==> src/rtl/csum_pkg.sv <==
// Shared types for the image checksum engine.
// Assumes: nothing beyond IEEE 1800-2017.
package csum_pkg;

    // Run phases of the read sequencer
    typedef enum logic [2:0] {
        PH_IDLE   = 3'd0,   // waiting for start
        PH_CFGREQ = 3'd1,   // configuration word address on the port
        PH_CFGGET = 3'd2,   // configuration word returning
        PH_SCAN   = 3'd3,   // one image address per cycle
        PH_DRAIN  = 3'd4    // last word returning
    } phase_t;

endpackage

==> src/rtl/csum_sequencer.sv <==
// Read sequencer: walks the configuration word, then either all user
// words or the user-ID locations, one address per cycle.
// Assumes: memory data valid exactly one cycle after the address, and
// ID_COUNT <= USER_WORDS.
module csum_sequencer
    import csum_pkg::*;
#(
    parameter int ADDR_W     = 14,
    parameter int USER_WORDS = 4096,
    parameter int ID_COUNT   = 4,
    parameter logic [ADDR_W-1:0] ID_BASE  = 14'h2000,
    parameter logic [ADDR_W-1:0] CFG_ADDR = 14'h2007,
    localparam int IDX_W = $clog2(USER_WORDS)
) (
    input  logic              clk,
    input  logic              rst_n,
    input  logic              start,
    input  logic              prot_bit_in,   // protect bit of returning data
    output logic              rd_en,
    output logic [ADDR_W-1:0] rd_addr,
    output logic              cfg_load,      // returning data is the config word
    output logic              word_valid,    // returning data is an image word
    output logic [IDX_W-1:0]  word_idx,      // index of the returning word
    output logic              protected_q,   // run uses the packed-ID method
    output logic              run_busy,
    output logic              run_done
);

    phase_t           phase_q;
    logic [IDX_W-1:0] idx_q;
    logic [IDX_W-1:0] last_idx;

    // Final scan index for the method picked in this run
    always_comb last_idx = protected_q ? IDX_W'(ID_COUNT - 1) : IDX_W'(USER_WORDS - 1);

    // Phase progression and scan index
    always_ff @(posedge clk) begin
        if (!rst_n) begin
            phase_q     <= PH_IDLE;
            idx_q       <= '0;
            protected_q <= 1'b0;
        end else begin
            case (phase_q)
                PH_IDLE:   if (start) phase_q <= PH_CFGREQ;
                PH_CFGREQ: phase_q <= PH_CFGGET;
                PH_CFGGET: begin
                    protected_q <= ~prot_bit_in;
                    idx_q       <= '0;
                    phase_q     <= PH_SCAN;
                end
                PH_SCAN: begin
                    idx_q <= idx_q + 1'b1;
                    if (idx_q == last_idx) phase_q <= PH_DRAIN;
                end
                PH_DRAIN:  phase_q <= PH_IDLE;
                default:   phase_q <= PH_IDLE;
            endcase
        end
    end

    // Track which returning word matches each issued read
    always_ff @(posedge clk) begin
        if (!rst_n) begin
            word_valid <= 1'b0;
            word_idx   <= '0;
            run_done   <= 1'b0;
        end else begin
            word_valid <= (phase_q == PH_SCAN);
            word_idx   <= idx_q;
            run_done   <= (phase_q == PH_DRAIN);
        end
    end

    // Read strobe and address for the current phase
    always_comb begin
        rd_en   = (phase_q == PH_CFGREQ) || (phase_q == PH_SCAN);
        rd_addr = '0;
        if (phase_q == PH_CFGREQ)
            rd_addr = CFG_ADDR;
        else if (phase_q == PH_SCAN)
            rd_addr = protected_q ? (ID_BASE + ADDR_W'(idx_q)) : ADDR_W'(idx_q);
    end

    // Status toward the top
    always_comb begin
        cfg_load = (phase_q == PH_CFGGET);
        run_busy = (phase_q != PH_IDLE);
    end

endmodule

==> src/rtl/csum_accum.sv <==
// Checksum accumulator: loads the masked configuration word, then adds
// either raw user words or ID nibbles placed at their packed position.
// Assumes: NIB_W*ID_COUNT <= SUM_W; wraps modulo 2**SUM_W.
module csum_accum #(
    parameter int WORD_W     = 14,
    parameter int SUM_W      = 16,
    parameter int USER_WORDS = 4096,
    parameter int ID_COUNT   = 4,
    parameter int NIB_W      = 4,
    parameter logic [SUM_W-1:0] CFG_MASK = 16'h2D78,
    localparam int IDX_W = $clog2(USER_WORDS)
) (
    input  logic              clk,
    input  logic              rst_n,
    input  logic              cfg_load,
    input  logic              word_valid,
    input  logic [IDX_W-1:0]  word_idx,
    input  logic              protected_q,
    input  logic [WORD_W-1:0] rdata,
    output logic [SUM_W-1:0]  sum_q
);

    logic [SUM_W-1:0] data_ext;
    logic [SUM_W-1:0] nib_ext;
    logic [SUM_W-1:0] packed_term;
    logic [SUM_W-1:0] addend;

    // Widen the returning word and its low nibble
    always_comb begin
        data_ext = SUM_W'(rdata);
        nib_ext  = SUM_W'(rdata[NIB_W-1:0]);
    end

    // Place the nibble: the first ID goes to the top nibble
    always_comb begin
        packed_term = '0;
        for (int k = 0; k < ID_COUNT; k++) begin
            if (word_idx == IDX_W'(k))
                packed_term = nib_ext << (NIB_W * (ID_COUNT - 1 - k));
        end
    end

    // Select the term for the active method
    always_comb addend = protected_q ? packed_term : data_ext;

    // Running sum register
    always_ff @(posedge clk) begin
        if (!rst_n)
            sum_q <= '0;
        else if (cfg_load)
            sum_q <= data_ext & CFG_MASK;
        else if (word_valid)
            sum_q <= sum_q + addend;
    end

endmodule

==> src/rtl/image_checksum.sv <==
// Top of the protection-aware image checksum engine. It joins the read
// sequencer and the accumulator, and exposes a start/busy/done handshake
// and a synchronous read port.
// Assumes: memory returns data one cycle after mem_rd; start is ignored
// while busy.
module image_checksum #(
    parameter int ADDR_W     = 14,
    parameter int WORD_W     = 14,
    parameter int SUM_W      = 16,
    parameter int USER_WORDS = 4096,
    parameter int ID_COUNT   = 4,
    parameter int NIB_W      = 4,
    parameter int PROT_BIT   = 6,
    parameter logic [ADDR_W-1:0] ID_BASE  = 14'h2000,
    parameter logic [ADDR_W-1:0] CFG_ADDR = 14'h2007,
    parameter logic [SUM_W-1:0]  CFG_MASK = 16'h2D78
) (
    input  logic              clk,
    input  logic              rst_n,
    input  logic              start,
    output logic              busy,
    output logic              done,
    output logic [SUM_W-1:0]  checksum,
    output logic              mem_rd,
    output logic [ADDR_W-1:0] mem_addr,
    input  logic [WORD_W-1:0] mem_rdata
);

    localparam int IDX_W = $clog2(USER_WORDS);

    logic             cfg_load;
    logic             word_valid;
    logic [IDX_W-1:0] word_idx;
    logic             protected_q;

    csum_sequencer #(
        .ADDR_W(ADDR_W), .USER_WORDS(USER_WORDS), .ID_COUNT(ID_COUNT),
        .ID_BASE(ID_BASE), .CFG_ADDR(CFG_ADDR)
    ) seq_i (
        .clk(clk), .rst_n(rst_n), .start(start),
        .prot_bit_in(mem_rdata[PROT_BIT]),
        .rd_en(mem_rd), .rd_addr(mem_addr),
        .cfg_load(cfg_load), .word_valid(word_valid), .word_idx(word_idx),
        .protected_q(protected_q), .run_busy(busy), .run_done(done)
    );

    csum_accum #(
        .WORD_W(WORD_W), .SUM_W(SUM_W), .USER_WORDS(USER_WORDS),
        .ID_COUNT(ID_COUNT), .NIB_W(NIB_W), .CFG_MASK(CFG_MASK)
    ) acc_i (
        .clk(clk), .rst_n(rst_n), .cfg_load(cfg_load),
        .word_valid(word_valid), .word_idx(word_idx),
        .protected_q(protected_q), .rdata(mem_rdata), .sum_q(checksum)
    );

endmodule

==> config.mk <==
export PLATFORM = sky130hd
export DESIGN_NAME = image_checksum
export DESIGN_NICKNAME = d
export VERILOG_FILES = /design/src/rtl/csum_pkg.sv /design/src/rtl/csum_sequencer.sv /design/src/rtl/csum_accum.sv /design/src/rtl/image_checksum.sv
export SDC_FILE = /design/constraint.sdc
export NUM_CORES = 1
export LEC_CHECK = 0
export BUFFER_PORTS_ARGS = -buffer_cell sky130_fd_sc_hd__buf_4
export CORE_MARGIN = 2
export CORE_UTILIZATION = 45
export DETAILED_ROUTE_END_ITERATION = 16
export PLACE_DENSITY = 0.67
export SKIP_LAST_GASP = 1
export SYNTH_ARGS = -nofsm -noshare
export SYNTH_HDL_FRONTEND = slang
export SYNTH_SLANG_ARGS = --single-unit
==> constraint.sdc <==
create_clock -name clk -period 4.3 [get_ports clk]
set_input_delay 0 -clock clk [delete_from_list [all_inputs] [get_ports clk]]
set_output_delay 0 -clock clk [all_outputs]
set_load 0.05 [all_outputs]
Word-level counts from Yosys, hierarchy flattened. Index checks and enable logic that the tools add are counted.

Bits in registers: 46. Input port bits: 17. Output and inout bits: 33. Word-level logic and storage cells: 46.

Add/subtract/negate cells: 3. Equality and inequality tests: 10. Muxes and demuxes: 15. Bitwise operators: 2. Reduce and logical (&&, ||, !) cells: 8.

Operators with widths (count): 16-bit 2-to-1 mux (5); 14-bit 2-to-1 mux (5); 12-bit by 2-bit equality test with 1-bit output (second input constant) (2); 12-bit case mux with 2 select lines (1); 16-bit adder (1); 14-bit by 12-bit adder with 14-bit output (first input constant) (1); 12-bit by 1-bit adder with 12-bit output (second input constant) (1); 12-bit by 1-bit equality test with 1-bit output (second input constant) (1); 12-bit equality test (1); 12-bit zero test (1); 12-bit 2-to-1 mux (1); 3-bit case mux with 4 select lines (1); 3-bit by 2-bit equality test with 1-bit output (second input constant) (2); 3-bit 2-to-1 mux (2); 2-bit nonzero test (2); 3-bit by 1-bit equality test with 1-bit output (second input constant) (1); 3-bit equality test (second input constant) (1); 3-bit zero test (1); 3-bit nonzero test (1); 2-bit by 1-bit != test with 1-bit output (second input constant) (1); 2-bit != test (second input constant) (1); 1-bit NOT (2); 2-bit AND reduction (1); 2-bit OR reduction (1); 1-bit logical OR (1).

Depth between registers and ports, before layout. Gate-level depths: netlist (run 1).

Depth in word-level cells: 9. Gate-level depth with buffers: 14. Gate-level depth less buffers: 14.

Hierarchy. From an unflattened synthesis (run 1), not the netlist that was laid out.

Cells, all modules: 352. Area, all modules: 2924.1 um^2.

By module, submodules not included: csum_accum (instances 1, cells each 189, area an instance 1589.0 um^2, seq. area each 320.3 um^2); csum_sequencer (instances 1, cells each 163, area an instance 1335.0 um^2, seq. area each 600.6 um^2).

Worst setup path after synthesis (run 1). Ideal clock, no wire load.

Kind: register to register. Start point: reg seq_i.word_idx[3]. End point: reg acc_i.sum_q[13]. Setup time: 121 ps. Data arrival time: 2655 ps. Data required time: 4179 ps. Slack: 1524 ps. Stages on the path, launching flop included: 13. Path buffers: 0. Clock period less this slack: 2776 ps. Path through: dfxtp_1 nor4_4 nand4_1 nor3b_1 a22o_1 ha_1 o21a_1 o21ai_2 a211oi_2 or3_1 a21oi_2 xor2_1 o21ai_1.

Cells in the longest elaborated chain, start to end: 9. Elaborated cells on any way between the ends: 12. Those cells by class: add/sub: 1; eq/ne: 3; mux: 7; reduce/logical: 1.

Ends and longest elaborated chain: start, declared (line csum_sequencer.sv:23) `output logic [IDX_W-1:0] word_idx,`; start signal, assigned (line csum_sequencer.sv:69) `word_idx <= idx_q;`; 12-bit zero test (line csum_accum.sv:38) `if (word_idx == IDX_W'(k))`; 16-bit 2-to-1 mux (3 in series) (line csum_accum.sv:38); 16-bit 2-to-1 mux * (line csum_accum.sv:38); 16-bit 2-to-1 mux * (line csum_accum.sv:44) `always_comb addend = protected_q ? packed_term : data_ext;`; 16-bit adder * (line csum_accum.sv:53) `sum_q <= sum_q + addend;`; 14-bit 2-to-1 mux * (line csum_accum.sv:52) `else if (word_valid)`; 14-bit 2-to-1 mux * (line csum_accum.sv:50) `else if (cfg_load)`; end signal, assigned (line csum_accum.sv:51) `sum_q <= data_ext & CFG_MASK;`; end signal, assigned (line csum_accum.sv:53); end, declared (line csum_accum.sv:20) `output logic [SUM_W-1:0] sum_q`.

Mark *: on every way between the ends. The rest lies on a longest branch, timed or not. The select of a mux whose other input is x is not followed. A chain may end at the register's enable or synchronous reset.

Worst setup path in the final report (run 1).
Start point: reg seq_i.word_idx[3]. End point: reg acc_i.sum_q[14].

Cells in the longest elaborated chain, start to end: 7. Elaborated cells on any way between the ends: 10. Those cells by class: add/sub: 1; eq/ne: 3; mux: 5; reduce/logical: 1.

Ends and longest elaborated chain (line): 12-bit zero test (csum_accum.sv:38); 16-bit 2-to-1 mux (3 in series) (csum_accum.sv:38); 16-bit 2-to-1 mux * (csum_accum.sv:38); 16-bit 2-to-1 mux * (csum_accum.sv:44); 16-bit adder * (csum_accum.sv:53).

Mark *: on every way between the ends. The rest lies on a longest branch, timed or not.

==> results of run 1 <==
## report_power, final
part | switching (uW) | internal [uW] | total [uW]
Sequential | 19.1 | 438 | 458
Combinational | 170 | 104 | 274
Clock | 158 | 111 | 270
## layer usage
layer	vias to the layer above	wire, um	global-route usage (%)
li1	1274	-	-
met1	1176	3130	25.4
met2	66	3350	35.0
met3	17	333	3.98
met4	0	152	7.30
met5	-	0	0
## placed cells by master (no fill, tap or decap), drive strengths merged, types with 9 or more instances in the layout
cell type	Yosys	layout
xnor2	9	9
nand2	25	25
o21ai	18	18
a21oi	22	22
and3	15	15
inv	12	12
a22o	11	11
dfxtp	46	46
ha	16	16
and2	19	19
buf	4	48
nor2	22	22
## through the flow
stage | power, uW | hold slack (ns) | setup slack, ns | area, um^2
floorplan | 665 | 0.136 | 1.52 | 2800
global placement | 736 | 0.251 | 1.12 | 3200
detailed placement | 739 | 0.249 | 1.06 | 3200
CTS | 1000 | 0.000838 | 1.05 | 3320
global route | 1050 | 0.0326 | 0.739 | 3320
finish | 1000 | 0.00915 | 1.05 | 3320
## cell type report
type | count | area, um^2 | area share (%)
tap | 75 | 93.8 | 2.83
timing repair buffer | 52 | 400 | 12.1
sequential | 46 | 921 | 27.7
clock inverter | 2 | 15.0 | 0.452
clock buffer | 5 | 68.8 | 2.07
multi-input combinational | 257 | 1770 | 53.4
inverter | 13 | 48.8 | 1.47
## cell families after synthesis
group,count (synthesis)
AO/OA/AOI/OAI,83
AND/OR/NAND/NOR,132
other,1
flip-flops,46
buffers and inverters,26
adder cells (fa/ha/maj),17
multiplexers,7
XOR/XNOR,17
## path summary, 6_finish.rpt
path	start	endpoint	slack [ns]	depth (start not counted)
setup / recovery	seq_i.word_idx[3]$_SDFF_PN0_	acc_i.sum_q[14]$_SDFFE_PP0P_	1.05	14
hold / removal	mem_rdata[5]	acc_i.sum_q[5]$_SDFFE_PN0P_	0.009	3
setup reg to reg	seq_i.word_idx[3]$_SDFF_PN0_	acc_i.sum_q[14]$_SDFFE_PP0P_	1.05	14
hold reg to reg	seq_i.idx_q[11]$_SDFFE_PN0P_	seq_i.word_idx[11]$_SDFF_PN0_	0.53	1
## state kept, by name, indices dropped and copies added (netlist names)
name / flops
seq_i.phase_q: 3
seq_i.word_idx: 12
acc_i.sum_q: 16
seq_i.idx_q: 12
seq_i.run_done: 1
seq_i.protected_q: 1
seq_i.word_valid: 1
## repair_timing
action | CTS | global route
hold buffers | 4 | 0
buffers inserted | 0 | 0
resized for setup | 0 | 0
setup endpoints to repair | 0 | 0
hold endpoints to repair | 4 | 0
## tightest hold or removal path, stage by stage
cell	delay [ns]
buf_4	0.09
o21ai_0	0.07
a21oi_1	0.12
==> metrics.txt, run 1 <==
Syn Inst Count about 330; post-synthesis mux area share under 10%; fmax 307 MHz; Top delay family on crit path compound AO/OA/AOI/OAI gates; worst-path fanout max 5; CTS root buf clkbuf_8; area leader, netlist dfxtp_1; largest cells by area after synthesis dfxtp_1 33%, ha_1 7.2%, and2_1 4.2%; most frequent cell after synthesis dfxtp_1; Core Util, Final between 50% and 60%; Clk pin slew, worst setup/hold paths 0.09 ns; Synth top cells by count 46 x dfxtp_1, 24 x nand2_1, 22 x nor2_1; sequential-to-total area share from yosys stat 32.9%; Synth Warn # 0; share of cells above drive strength 1 a little under a fifth; Max-slew headroom between 40% and 50%; CP cell instances nor4_4 > nand3_2 > o21ai_0 > and2_1 > ha_1 > inv_1 > fa_1 > nor2b_1 > o21ai_0 > a21boi_2 > o21ai_1 > a21oi_1 > mux2i_1 > nand2_1; Clock Skews ~0.009 ns; Post-Place Cells between 400 and 500; Syn Area/Cell roughly 8.5 um^2; P per Cell Area roughly 300 mW/mm^2; Nets between 400 and 500; CP bufs+invs 1; Die X approximately 83 um; Final Hold Fails 0; fin. max-slew vios 0; Critical Path Slowest Stage Cell fa_1; synthesized area roughly 0.0028 mm^2; starting density of the core 47.0%; Tcrit/Tclk final 75.6%; Yosys top cell area share between 30% and 40%; Crit path largest cell delay around 0.4 ns; Post-Syn Nets around 360; CP Class register to register; compound-cell area share of the yosys netlist between 20% and 30%; pin count of the biggest net entering global routing 32; Hold Crit Class primary input to register; Ports 50; Post-synth EDFFs 0; Routed WL about 7 mm; actual slew at the worst max-slew pin around 0.85 ns; Adder-Cell Fraction of Synth Area 7.87%; CP Launch Type register; # Max-Cap Violations 0; Final ANT Viol Nets 0; first-pass GRT wire length roughly 12 mm; total track usage between 20 and 25%; crit-path most repeated cell o21ai_0; Via Count approximately 2,500; Final Setup Violations 0; setup repair after global routing missed its margin no; Clock Tree Buf Depth 2; Yosys reg bits 46; maximum vdd drop 0.143 mV; Final min period about 3.3 ns; Post-synth ARST share 0%; area grow syn2layout 18.6%; drt first pass iters 4; Final GP Congestion about 0.9; Fill cells 598; CTS tree done; status completed; CTS Sinks 46; WL/cell about 15 um; worst skew pair latency slightly above 0.3 ns; # DRC 0; Sum Neg Setup Slack 0 ns; Leakage between 0.001 and 0.0015 uW; XOR/XNOR share of the synthesized area between 5 and 6%; H-tree levels 2; antenna diode count 0; Setup crit end kind register; post-detail-place hpwl between 5 and 6 mm; CP arrival ~3.5 ns; initial antenna violation count 0; number of I/O port buffers between 40 and 50; Layout Cells excl Fill 450; simple-gate share of the synthesized area between 20 and 30%; DR iter-0 viols 75; top_reg_cell synth dfxtp_1; largest family of logic cells by synthesized area simple AND/OR/NAND/NOR gates; Row Count 28; vias in the first global route 2,420; Unique masters post-synth between 50 and 60; CORE AREA 0.00596 mm^2; TritonCTS Buffers 5; Worst Path Required between 4 and 5 ns; GR Overflow Total 0; Die Span Y approximately 83 um; drt via density between 5 and 6; full die area between 0.006 and 0.007 mm^2
No activity file was read; power rests on OpenSTA's default activity.
==> run 2, diff against run 1 <==
PLACE_DENSITY = 0.69   (was 0.67)
clock period = 2.7 ns   (was 4.3 ns; I/O delays follow)
==> metrics.txt, run 2 (synthesis gave the netlist of run 1 again) <==
status finished with violations (was completed); violated checks setup timing; pin count of the biggest net entering global routing 32 (unchanged); Crit path largest cell delay 0.37 ns (was 0.40 ns); Critical Path Slowest Stage Cell or3_4 (was fa_1); Clock Tree Buf Depth 2 (unchanged); H-tree levels 2 (unchanged); full die area 0.00686 mm^2 (unchanged); maximum vdd drop 0.321 mV (was 0.143 mV); DP Worst Slack -0.188 ns (was 1.06 ns); starting density of the core 47.0% (unchanged); share of cells above drive strength 1 31.5% (was 18.1%); Sum Neg Setup Slack -0.434 ns (was 0 ns); Fill cells 553 (was 598); fin. max-slew vios 0 (unchanged); largest reg by FF count acc_i.sum_q (unchanged); Layout Cell Area excl Fill 0.00373 mm^2 (was 0.00332 mm^2); Leakage 0.00163 uW (was 0.00143 uW); drt via density 5.54 (was 5.63); CP Class register to register (unchanged); worst-path fanout max 4 (was 5); first-pass GRT wire length 12.1 mm (was 11.6 mm); Logic pwr share 31.6% (was 27.4%); fmax 350 MHz (was 307 MHz); actual slew at the worst max-slew pin 0.687 ns (was 0.850 ns); final worst slack -0.156 ns (was 1.05 ns); Via Count 2,705 (was 2,533); post-detail-place hpwl 5.45 mm (was 5.13 mm); TritonCTS Buffers 5 (unchanged); Largest regs acc_i.sum_q: 16 flops, seq_i.idx_q: 12 flops, seq_i.word_idx: 12 flops (unchanged); Worst Path Required 2.91 ns (was 4.50 ns); Clock Skews 0.0106 ns (was 0.00898 ns); net switching power 615 uW (was 348 uW); antenna diode count 0 (unchanged); Final min period 2.86 ns (was 3.25 ns); CTS Sinks 46 (unchanged); CTS tree done (unchanged); total track usage 21.0% (was 20.4%); Row Count 28 (unchanged); most frequent cells in the layout 83 x buf_4, 43 x dfxtp_1, 24 x nand2_1 (was 48 x buf_4, 46 x dfxtp_1, 24 x nand2_1); Max-slew headroom 54.0% (was 43.3%); Pint 1130 uW (was 654 uW); Die X 82.9 um (unchanged); Final GP Congestion 0.924 (was 0.912); CP Launch Type register (unchanged); # Max-Cap Violations 0 (unchanged); clock power share 26.9% (about the same); number of I/O port buffers 48 (unchanged); CTS root buf clkbuf_8 (unchanged); Final Setup Violations 6 (was 0); CP cell instances nor4_4 > nand3_2 > o21ai_2 > and2_1 > ha_1 > a211oi_1 > o21a_2 > a211oi_4 > or3_4 > a21oi_2 > xor2_1 > o21ai_1 (was nor4_4 > nand3_2 > o21ai_0 > and2_1 > ha_1 > inv_1 > fa_1 > nor2b_1 > o21ai_0 > a21boi_2 > o21ai_1 > a21oi_1 > mux2i_1 > nand2_1); GR Overflow Total 0 (unchanged); CORE AREA 0.00596 mm^2 (unchanged); vias in the first global route 2,580 (was 2,420); setup repair after global routing missed its margin yes (was no); area grow syn2layout 33.5% (was 18.6%); Setup crit end kind register (unchanged); Die Span Y 82.9 um (unchanged); Clk pin slew, worst setup/hold paths 0.11 ns (was 0.09 ns); WL/cell 15.5 um (about the same); CP arrival 3.06 ns (was 3.45 ns); register area 925 um^2 (was 921 um^2); Power, Total 1740 uW (was 1000 uW); # DRC 0 (unchanged); commonest non-fill, non-tap cell in the layout buf_4 (unchanged); drt first pass iters 4 (unchanged); worst skew pair latency 0.31 ns (about the same); max FFs per register 16 (unchanged); Tcrit/Tclk final 106% (was 75.6%); Seq pwr share 41.5% (was 45.7%); Routed WL 7.55 mm (was 6.97 mm); area taken by multi-input logic gates 0.00189 mm^2 (was 0.00177 mm^2); P per Cell Area 467 mW/mm^2 (was 302 mW/mm^2); initial antenna violation count 0 (unchanged); Nets 446 (was 409); Hold Crit Class primary input to register (unchanged); Ports 50 (unchanged); Sw Share 35.3% (was 34.7%); Area after DPL 0.00344 mm^2 (was 0.00320 mm^2); Final ANT Viol Nets 0 (unchanged); DR iter-0 viols 121 (was 75); flop-to-flop setup slack -0.16 ns (was 1.05 ns); Final Hold Fails 0 (unchanged)
[run 2: cell types whose count changed in the layout (fill, tap and decap cells not counted), sizes merged]
cell and delta:
buf +36, inv +3, clkinvlp -2, dlygate4sd3 +1
[run 2: cell type report]
class	count	share of cell area, %
clock buffers	5	1.84
clock inverters	3	0.704
inverters	13	1.31
multi-input cells	257	50.6
flip-flops and latches	46	24.8
well taps	75	2.51
repair buffers	89	18.3
[run 2: critical path: cells and delay by family (launching register included)]
family | cells | cell delay (ns)
AOI/OAI and AO/OA | 6 | 1.03
and+or+nand+nor | 4 | 0.98
DFF | 1 | 0.34
adders and majority gates | 1 | 0.26
xor gates and xnor gates | 1 | 0.16
[run 2: power groups by stage]
stage | registers [uW] | logic, uW | clock network [uW]
floorplan | 775 | 285 | 0
global placement | 736 | 496 | 0
detailed placement | 736 | 502 | 0
CTS | 721 | 523 | 476
global route | 726 | 589 | 504
finish | 723 | 551 | 470
[run 2: metrics by stage]
stage | hold slack, ns | std cells | util [%]
finish | 0.0273 | 488 | 62.7
global route | 0.0316 | 488 | 62.7
global placement | 0.251 | 471 | 57.8
detailed placement | 0.257 | 471 | 57.8
floorplan | 0.136 | 329 | -
CTS | 0.0119 | 486 | 61.2
[run 2: final timing paths]
check / startpoint / end / cells after the start
max reg2reg: seq_i.word_idx[3]$_SDFF_PN0_ / acc_i.sum_q[13]$_SDFFE_PN0P_ / 12
min reg2reg: acc_i.sum_q[1]$_SDFFE_PP0P_ / acc_i.sum_q[1]$_SDFFE_PP0P_ / 2
min: mem_rdata[10] / acc_i.sum_q[10]$_SDFFE_PN0P_ / 3
max: seq_i.word_idx[3]$_SDFF_PN0_ / acc_i.sum_q[13]$_SDFFE_PN0P_ / 12
[run 2: repair_timing]
action	4_1_cts	5_1_grt
hold buffers	5	0
endpoints found under the setup margin	9	11
setup buffers	2	2
pin swaps	18	17
hold endpoints to repair	5	0
gates resized for setup	12	18
[run 2: metal layers]
metal,GRT usage [%],vias to the layer above,part of all wire (%)
met5,0,-,0
met4,4.62,0,1.5
met3,3.38,9,3.5
met2,37.2,61,49
met1,26.9,1284,46
li1,-,1351,-
